### src/rtl/ldpc_sched_pkg.sv
package ldpc_sched_pkg;

  typedef enum logic [1:0] {
    SCH_IDLE  = 2'd0,
    SCH_RUN   = 2'd1,
    SCH_DRAIN = 2'd2
  } sch_state_e;

  // width of an index that spans n values (never zero)
  function automatic int idx_bits(input int n);
    return (n > 1) ? $clog2(n) : 1;
  endfunction

endpackage

### src/rtl/ldpc_seq_store.sv
module ldpc_seq_store #(
  parameter int DEPTH = 64,
  parameter int LW    = 3,
  parameter int CW    = 4,
  parameter int SW    = 6,
  parameter int IW    = 6
) (
  input  logic          clk,
  input  logic          we,
  input  logic [IW-1:0] widx,
  input  logic [LW-1:0] wlayer,
  input  logic [CW-1:0] wcol,
  input  logic [SW-1:0] wshift,
  input  logic          weol,
  input  logic [IW-1:0] ridx,
  output logic [LW-1:0] rlayer,
  output logic [CW-1:0] rcol,
  output logic [SW-1:0] rshift,
  output logic          reol
);

  localparam int EW = LW + CW + SW + 1;

  logic [EW-1:0] ent_q [DEPTH];

  genvar gi;
  generate
    for (gi = 0; gi < DEPTH; gi++) begin : g_ent
      always_ff @(posedge clk) begin
        if (we && (widx == IW'(gi))) begin
          ent_q[gi] <= {wlayer, wcol, wshift, weol};
        end
      end
    end
  endgenerate

  logic [EW-1:0] rd_word;
  always_comb begin
    rd_word = ent_q[ridx];
    {rlayer, rcol, rshift, reol} = rd_word;
  end

endmodule

### src/rtl/ldpc_hazard_pipe.sv
module ldpc_hazard_pipe #(
  parameter int DEPTH = 4,
  parameter int CW    = 4
) (
  input  logic          clk,
  input  logic          rst_n,
  input  logic          push,
  input  logic [CW-1:0] push_col,
  input  logic          push_final,
  input  logic [CW-1:0] probe_col,
  output logic          hazard,
  output logic          ret_valid,
  output logic [CW-1:0] ret_col,
  output logic          ret_final
);

  logic [DEPTH-1:0] vld_q;
  logic [DEPTH-1:0] fin_q;
  logic [CW-1:0]    col_q [DEPTH];
  logic [DEPTH-1:0] hit;

  genvar gs;
  generate
    for (gs = 0; gs < DEPTH; gs++) begin : g_stage
      if (gs == 0) begin : g_head
        always_ff @(posedge clk or negedge rst_n) begin
          if (!rst_n) begin
            vld_q[gs] <= 1'b0;
            fin_q[gs] <= 1'b0;
            col_q[gs] <= '0;
          end else begin
            vld_q[gs] <= push;
            fin_q[gs] <= push && push_final;
            col_q[gs] <= push_col;
          end
        end
      end else begin : g_body
        always_ff @(posedge clk or negedge rst_n) begin
          if (!rst_n) begin
            vld_q[gs] <= 1'b0;
            fin_q[gs] <= 1'b0;
            col_q[gs] <= '0;
          end else begin
            vld_q[gs] <= vld_q[gs-1];
            fin_q[gs] <= fin_q[gs-1];
            col_q[gs] <= col_q[gs-1];
          end
        end
      end
      assign hit[gs] = vld_q[gs] && (col_q[gs] == probe_col);
    end
  endgenerate

  assign hazard    = |hit;
  assign ret_valid = vld_q[DEPTH-1];
  assign ret_col   = col_q[DEPTH-1];
  assign ret_final = fin_q[DEPTH-1];

  genvar ga, gb;
  generate
    for (ga = 0; ga < DEPTH; ga++) begin : g_pa
      for (gb = ga + 1; gb < DEPTH; gb++) begin : g_pb

        no_dup_inflight_chk: assert property (@(posedge clk) disable iff (!rst_n)
          !(vld_q[ga] && vld_q[gb] && (col_q[ga] == col_q[gb])));
      end
    end
  endgenerate

endmodule

### src/rtl/ldpc_sched_ctrl.sv
module ldpc_sched_ctrl
  import ldpc_sched_pkg::*;
#(
  parameter int ITER_MAX = 5,
  parameter int IW       = 6,
  parameter int LENW     = 7,
  parameter int ITW      = 3
) (
  input  logic            clk,
  input  logic            rst_n,
  input  logic            start,
  input  logic            early_term,
  input  logic [LENW-1:0] seq_len,
  input  logic            cur_eol,
  input  logic            hazard,
  input  logic            ret_valid,
  input  logic            ret_final,
  output logic            issue,
  output logic            final_tag,
  output logic [IW-1:0]   ptr,
  output logic [ITW-1:0]  iter_count,
  output logic            stall,
  output logic            done,
  output logic            idle
);

  sch_state_e      state_q;
  logic [IW-1:0]   ptr_q;
  logic [ITW-1:0]  iter_q;
  logic [LENW-1:0] len_q;
  logic            et_q;

  logic running, last_entry, last_iter, et_now;

  always_comb begin
    running    = (state_q == SCH_RUN);
    idle       = (state_q == SCH_IDLE);
    issue      = running && !hazard;
    stall      = running && hazard;
    last_entry = (LENW'(ptr_q) == (len_q - LENW'(1)));
    last_iter  = (iter_q == ITW'(ITER_MAX - 1));
    et_now     = et_q || early_term;
    final_tag  = issue && ((last_entry && last_iter) ||
                           (et_now && (cur_eol || last_entry)));
    done       = (state_q == SCH_DRAIN) && ret_valid && ret_final;
    ptr        = ptr_q;
    iter_count = iter_q;
  end

  always_ff @(posedge clk or negedge rst_n) begin
    if (!rst_n) begin
      state_q <= SCH_IDLE;
      ptr_q   <= '0;
      iter_q  <= '0;
      len_q   <= '0;
      et_q    <= 1'b0;
    end else begin
      unique case (state_q)
        SCH_IDLE: begin
          if (start && (seq_len != '0)) begin
            state_q <= SCH_RUN;
            ptr_q   <= '0;
            iter_q  <= '0;
            len_q   <= seq_len;
            et_q    <= 1'b0;
          end
        end
        SCH_RUN: begin
          if (early_term) et_q <= 1'b1;
          if (issue) begin
            if (final_tag) begin
              state_q <= SCH_DRAIN;
            end else if (last_entry) begin
              ptr_q  <= '0;
              iter_q <= iter_q + ITW'(1);
            end else begin
              ptr_q <= ptr_q + IW'(1);
            end
          end
        end
        SCH_DRAIN: begin
          if (done) state_q <= SCH_IDLE;
        end
        default: state_q <= SCH_IDLE;
      endcase
    end
  end


  iter_bound_chk: assert property (@(posedge clk) disable iff (!rst_n)
    iter_q <= ITW'(ITER_MAX - 1));


  done_then_idle_chk: assert property (@(posedge clk) disable iff (!rst_n)
    done |=> (state_q == SCH_IDLE) && !done);


  len_hold_chk: assert property (@(posedge clk) disable iff (!rst_n)
    (state_q != SCH_IDLE) |=> (state_q == SCH_IDLE) || $stable(len_q));


  start_accept_chk: assert property (@(posedge clk) disable iff (!rst_n)
    ((state_q == SCH_IDLE) && start && (seq_len != '0)) |=>
      ((state_q == SCH_RUN) && (ptr_q == '0) && (iter_q == '0)));


  drain_no_return_chk: assert property (@(posedge clk) disable iff (!rst_n)
    (state_q == SCH_DRAIN) |=> (state_q != SCH_RUN));

endmodule

### src/rtl/ldpc_layer_sched.sv
module ldpc_layer_sched #(
  parameter int Z_SIZE     = 42,
  parameter int NUM_COLS   = 16,
  parameter int MAX_LAYERS = 8,
  parameter int SEQ_DEPTH  = 64,
  parameter int ITER_MAX   = 5,
  parameter int PIPE_DEPTH = 4
) (
  input  logic       clk,
  input  logic       rst_n,
  input  logic       start,
  input  logic       early_term,
  input  logic [6:0] seq_len,
  input  logic       ld_valid,
  output logic       ld_ready,
  input  logic [5:0] ld_idx,
  input  logic [2:0] ld_layer,
  input  logic [3:0] ld_col,
  input  logic [5:0] ld_shift,
  input  logic       ld_eol,
  output logic       mem_rd_en,
  output logic [3:0] mem_rd_addr,
  output logic [2:0] mem_rd_layer,
  output logic [5:0] shift_amt,
  output logic       mem_wr_en,
  output logic [3:0] mem_wr_addr,
  output logic       stall,
  output logic [2:0] iter_count,
  output logic       done
);

  import ldpc_sched_pkg::*;

  localparam int CW   = idx_bits(NUM_COLS);
  localparam int SW   = idx_bits(Z_SIZE);
  localparam int LW   = idx_bits(MAX_LAYERS);
  localparam int IW   = idx_bits(SEQ_DEPTH);
  localparam int LENW = idx_bits(SEQ_DEPTH + 1);
  localparam int ITW  = idx_bits(ITER_MAX);

  logic [IW-1:0]  ptr;
  logic [LW-1:0]  r_layer;
  logic [CW-1:0]  r_col;
  logic [SW-1:0]  r_shift;
  logic           r_eol;
  logic           hazard, issue, final_tag;
  logic           ret_valid, ret_final;
  logic [CW-1:0]  ret_col;
  logic           idle;
  logic [ITW-1:0] iter_w;

  ldpc_seq_store #(
    .DEPTH(SEQ_DEPTH), .LW(LW), .CW(CW), .SW(SW), .IW(IW)
  ) store_i (
    .clk    (clk),
    .we     (ld_valid && ld_ready),
    .widx   (IW'(ld_idx)),
    .wlayer (LW'(ld_layer)),
    .wcol   (CW'(ld_col)),
    .wshift (SW'(ld_shift)),
    .weol   (ld_eol),
    .ridx   (ptr),
    .rlayer (r_layer),
    .rcol   (r_col),
    .rshift (r_shift),
    .reol   (r_eol)
  );

  ldpc_hazard_pipe #(
    .DEPTH(PIPE_DEPTH), .CW(CW)
  ) pipe_i (
    .clk        (clk),
    .rst_n      (rst_n),
    .push       (issue),
    .push_col   (r_col),
    .push_final (final_tag),
    .probe_col  (r_col),
    .hazard     (hazard),
    .ret_valid  (ret_valid),
    .ret_col    (ret_col),
    .ret_final  (ret_final)
  );

  ldpc_sched_ctrl #(
    .ITER_MAX(ITER_MAX), .IW(IW), .LENW(LENW), .ITW(ITW)
  ) ctrl_i (
    .clk        (clk),
    .rst_n      (rst_n),
    .start      (start),
    .early_term (early_term),
    .seq_len    (LENW'(seq_len)),
    .cur_eol    (r_eol),
    .hazard     (hazard),
    .ret_valid  (ret_valid),
    .ret_final  (ret_final),
    .issue      (issue),
    .final_tag  (final_tag),
    .ptr        (ptr),
    .iter_count (iter_w),
    .stall      (stall),
    .done       (done),
    .idle       (idle)
  );

  assign ld_ready     = idle;
  assign mem_rd_en    = issue;
  assign mem_rd_addr  = 4'(r_col);
  assign mem_rd_layer = 3'(r_layer);
  assign shift_amt    = 6'(r_shift);
  assign mem_wr_en    = ret_valid;
  assign mem_wr_addr  = 4'(ret_col);
  assign iter_count   = 3'(iter_w);


  done_on_writeback_chk: assert property (@(posedge clk) disable iff (!rst_n)
    done |-> mem_wr_en);


  no_load_while_busy_chk: assert property (@(posedge clk) disable iff (!rst_n)
    (mem_rd_en || stall) |-> !ld_ready);

endmodule

### config.mk
export PLATFORM = sky130hd
export DESIGN_NAME = ldpc_layer_sched
export DESIGN_NICKNAME = d
export VERILOG_FILES = /design/src/rtl/ldpc_sched_pkg.sv /design/src/rtl/ldpc_seq_store.sv /design/src/rtl/ldpc_hazard_pipe.sv /design/src/rtl/ldpc_sched_ctrl.sv /design/src/rtl/ldpc_layer_sched.sv
export SDC_FILE = /design/constraint.sdc
export NUM_CORES = 1
export LEC_CHECK = 0
export BUFFER_PORTS_ARGS = -buffer_cell sky130_fd_sc_hd__buf_2
export CORE_UTILIZATION = 45
export CTS_CLUSTER_DIAMETER = 150
export CTS_CLUSTER_SIZE = 30
export DETAILED_ROUTE_END_ITERATION = 12
export GPL_TIMING_DRIVEN = 1
export PLACE_DENSITY_LB_ADDON = 0.3
export SLEW_MARGIN = 20
export SYNTH_ARGS = -nofsm -noshare
export SYNTH_HDL_FRONTEND = slang
export SYNTH_SLANG_ARGS = --single-unit
### constraint.sdc
create_clock -name clk -period 4.6 [get_ports clk]
set_input_delay 0.46 -clock clk [delete_from_list [all_inputs] [get_ports clk]]
set_output_delay 0.46 -clock clk [all_outputs]
set_load 0.02 [all_outputs]
==> impl_results.md <==
* Status: finished clean
* Sw frac at 0.287
* Wirelength per Cell at 31.0 µm
* Tot Pwr at 0.0191 W
* Least-Margin Pin Slew at 1.12 ns
* Crit Path Category: flip-flop to primary output
* Worst hold path type: input port to flip-flop
* Synth area leader: edfxtp_1
* Pleak at 12.3 nW
* Placement Rows at 104
* CP arrival at 4.01 ns
* Clk slew on worst S/H paths at 0.12 ns
* Most frequent cell after synthesis: edfxtp_1
* Vias in the first global route at 17,900
* Post-Syn Instances at 1,691
* Core area at 80,900 µm²
* Int Pwr at 0.0136 W
* Maximum VDD drop at 0.000312 V
* Initial antenna violation count at 8
* Drt first pass iters at 5
* Ranking of synthesized cells by area: edfxtp_1 (73%), mux4_2 (15%), dfrtp_1 (2.9%)
* Cell repeated most along the worst path: buf_4
* CTS root buffer: clkbuf_16
* Net count of the mapped netlist at 1,727
* Post-route setup slack at 0.127 ns
* RSZ-0062 raised after global routing: false
* Clock buffer depth at 3
* Largest net degree at the start of global routing at 65
* GR Util All Layers at 0.218
* Seq pwr share at 0.512
* Syn. warnings at 0
* Sequential-to-total area share from yosys stat at 0.756
* Async set-reset flop share out of synthesis at 0.0458
* Synth Cell Area at 37,000 µm²
* Psw at 0.00548 W
* First-pass GRT wire length at 129,000 µm
* # DRC at 0
* DRT antenna net count at 0
* Layout area overhead at 8.67%
* Setup violators final at 0
* Yosys top cell area share at 0.727
* Synth Register Bits at 939
* Fin Clk Skew at 0.0264 ns
* Slew Limit Headroom at 0.252
* Startpoint types: flip-flop
* TNS Setup at 0 ns
* Total number of vias at 17,800
* Gr ovfl total at 0
* Slowest stage delay, CP at 0.56 ns
* Pre-CTS setup slack at 0.505 ns
* DIE AREA at 83,300 µm²
* Commonest cells post-synth: edfxtp_1 (896), mux4_2 (245), nor2_1 (82)
* Hold slack at 0.0988 ns
* Critical Path RT at 4.14 ns
* TritonCTS buffer count at 37
* Finished Core Util at 0.497
* Clock network fraction of total power at 0.210
* Maxcap violations at 0
* CP Max Fanout at 20
* Max Slew Vio Count at 0
* Final period util at 0.972
* Synth cell types at 81
* Critical-path top delay cell: dfrtp_4
* Post-synth EDFFs at 896
* Iteration-0 DRC Markers at 2,404
* Critical Path, Cell by Cell: buf_12 -> buf_4 -> buf_4 -> mux2i_1 -> o221ai_1 -> a211oi_2 -> nor3_1 -> a21oi_2 -> xnor2_1 -> o41a_4 -> a31oi_1 -> buf_2
* CTS tree: yes
* Starting Density at 0.457
* Share of layout cells above drive strength 1 at 0.283
* Final Wtd Congestion at 0.890
* Drt total wl at 89,400 µm
* Die extent in x at 289 µm
* Port Buf Inserts at 56
* H-tree levels at 2
* Syn Area/Cell at 21.9 µm²
* Clock Latency Late Sink at 0.62 ns
* CTS Sinks at 939
* Min Clock Period, post-route at 4.47 ns
* PwrDens at 475 nW/µm²
* Max frequency at 0.224 GHz
* Layout Nets at 1,849
* DR vias/cell at 6.16
* Combinational power share at 0.278
* Hold Vio Cnt, Final at 0
* Die height at 289 µm
* Crit path capture type: primary output
* Fill cells at 6,428
* DP Wirelength at 54,100 µm
* Most frequently used flop master after synthesis: edfxtp_1
* IO Count at 57
==> timing repair <==
item,4_1_cts,5_1_grt
gates cloned,0,1
hold endpoints to repair,0,43
setup buffers,2,4
pin swaps,0,1
hold buffers,0,1
setup endpoints to repair,2,2
resized for setup,3,8
==> critical path: cells and delay by family (launching register included) <==
family | cells | cell delay [ns]
AOI/OAI and AO/OA | 5 | 1.53
xor gates and xnor gates | 1 | 0.11
buffers and inverters | 4 | 0.81
DFF | 1 | 0.56
muxes | 1 | 0.27
and+or+nand+nor | 1 | 0.13
==> cells by family (layout without fill, tap and decap cells) <==
logic type      after synthesis  after routing  synth area share
compound gates               95             95            0.0226
xor+xnor                     29             29           0.00707
fa+ha+maj                     4              4           0.00135
buf+inv                     102            237            0.0156
flops                       939            939             0.756
mux                         296            296             0.165
other cells                   0              1                 0
simple gates                226            226            0.0315
==> layer usage <==
metal | GRT usage | part of all wire
met3 | 0.0390 | 0.082
met4 | 0.0475 | 0.020
met2 | 0.348 | 0.48
met1 | 0.316 | 0.42
met5 | 0 | 0.00072
==> area by class of cell <==
type                            count  area (µm²)  area share
Sequential cell                   939       28000       0.696
Multi-Input combinational cell    650        8450       0.210
Timing Repair Buffer              172        1360      0.0338
Tap cell                         1060        1330      0.0330
Clock buffer                       49         971      0.0242
Inverter                           13        48.8     0.00121
Clock inverter                      3        47.5     0.00118
Antenna cell                        1        2.50   0.0000623
==> per-stage QoR <==
step,cell area [µm²],std cells
2_1_floorplan,37000,1691
3_3_place_gp,39000,2824
3_5_place_dp,39000,2824
4_1_cts,40000,2878
5_1_grt,40200,2886
6_report,40200,2887
==> flip-flops by register name (all words and copies together) (netlist names) <==
signal / count
ctrl_i.len_q: 7
pipe_i.vld_q: 3
pipe_i.ret_valid: 1
store_i.ent_q: 896
ctrl_i.iter_count: 3
pipe_i.ret_col: 4
ctrl_i.ptr: 6
pipe_i.col_q: 12
ctrl_i.et_q: 1
pipe_i.ret_final: 1
ctrl_i.state_q: 2
pipe_i.fin_q: 3
==> worst paths after layout <==
path                       slack (ns)  cells past startpoint            start              end
max                              0.13                     12    ctrl_i.ptr[0]            stall
min                               0.1                      3       seq_len[3]  ctrl_i.len_q[3]
max in group asynchronous        3.74                      2            rst_n    ctrl_i.ptr[1]
max reg2reg                      0.56                     10    ctrl_i.ptr[0]    ctrl_i.ptr[0]
min reg2reg                      0.36                      0  pipe_i.fin_q[1]  pipe_i.fin_q[2]
min in group asynchronous        0.38                      2            rst_n  pipe_i.col_q[9]
==> power by group through the flow <==
stage | Sequential (W) | Combinational [W] | Clock, W
6_report | 0.00978 | 0.00531 | 0.00400
2_1_floorplan | 0.00987 | 0.00382 | 0
3_3_place_gp | 0.0100 | 0.00519 | 0
5_1_grt | 0.00981 | 0.00564 | 0.00435
3_5_place_dp | 0.0100 | 0.00522 | 0
4_1_cts | 0.00980 | 0.00527 | 0.00409
==> layout by cell type (no fill, tap or decap), types with 4 or more instances in the layout <==
| master | synthesis | routed |
|---|---|---|
| nor2_2 | 3 | 5 |
| o22ai_1 | 6 | 6 |
| nor2_1 | 82 | 80 |
| o221ai_1 | 6 | 6 |
| xnor2_1 | 17 | 17 |
| buf_4 | 9 | 113 |
| a22o_1 | 11 | 11 |
| dfrtp_1 | 43 | 40 |
| buf_2 | 28 | 44 |
| nand2_1 | 50 | 50 |
| nand4_1 | 5 | 5 |
| ha_1 | 4 | 4 |
| nor3_1 | 8 | 8 |
| edfxtp_1 | 896 | 896 |
| clkbuf_1 | 30 | 12 |
| mux2i_1 | 34 | 34 |
| and3_1 | 5 | 5 |
| or3_1 | 5 | 5 |
| a211oi_2 | 6 | 6 |
| nor4_1 | 7 | 7 |
| mux4_1 | 4 | 4 |
| mux2_2 | 10 | 10 |
| nand3b_1 | 4 | 4 |
| mux4_2 | 245 | 245 |
| xor2_1 | 11 | 11 |
| o21ai_0 | 7 | 7 |
| nor2b_1 | 9 | 9 |
| a21oi_1 | 5 | 5 |
| o21ai_1 | 8 | 8 |
| clkbuf_16 | 0 | 38 |
| a22oi_1 | 9 | 9 |
| nand3_1 | 17 | 16 |
| buf_12 | 3 | 10 |
| inv_1 | 11 | 10 |
| nor3b_1 | 5 | 4 |
Power figures use the tool's default switching activity.
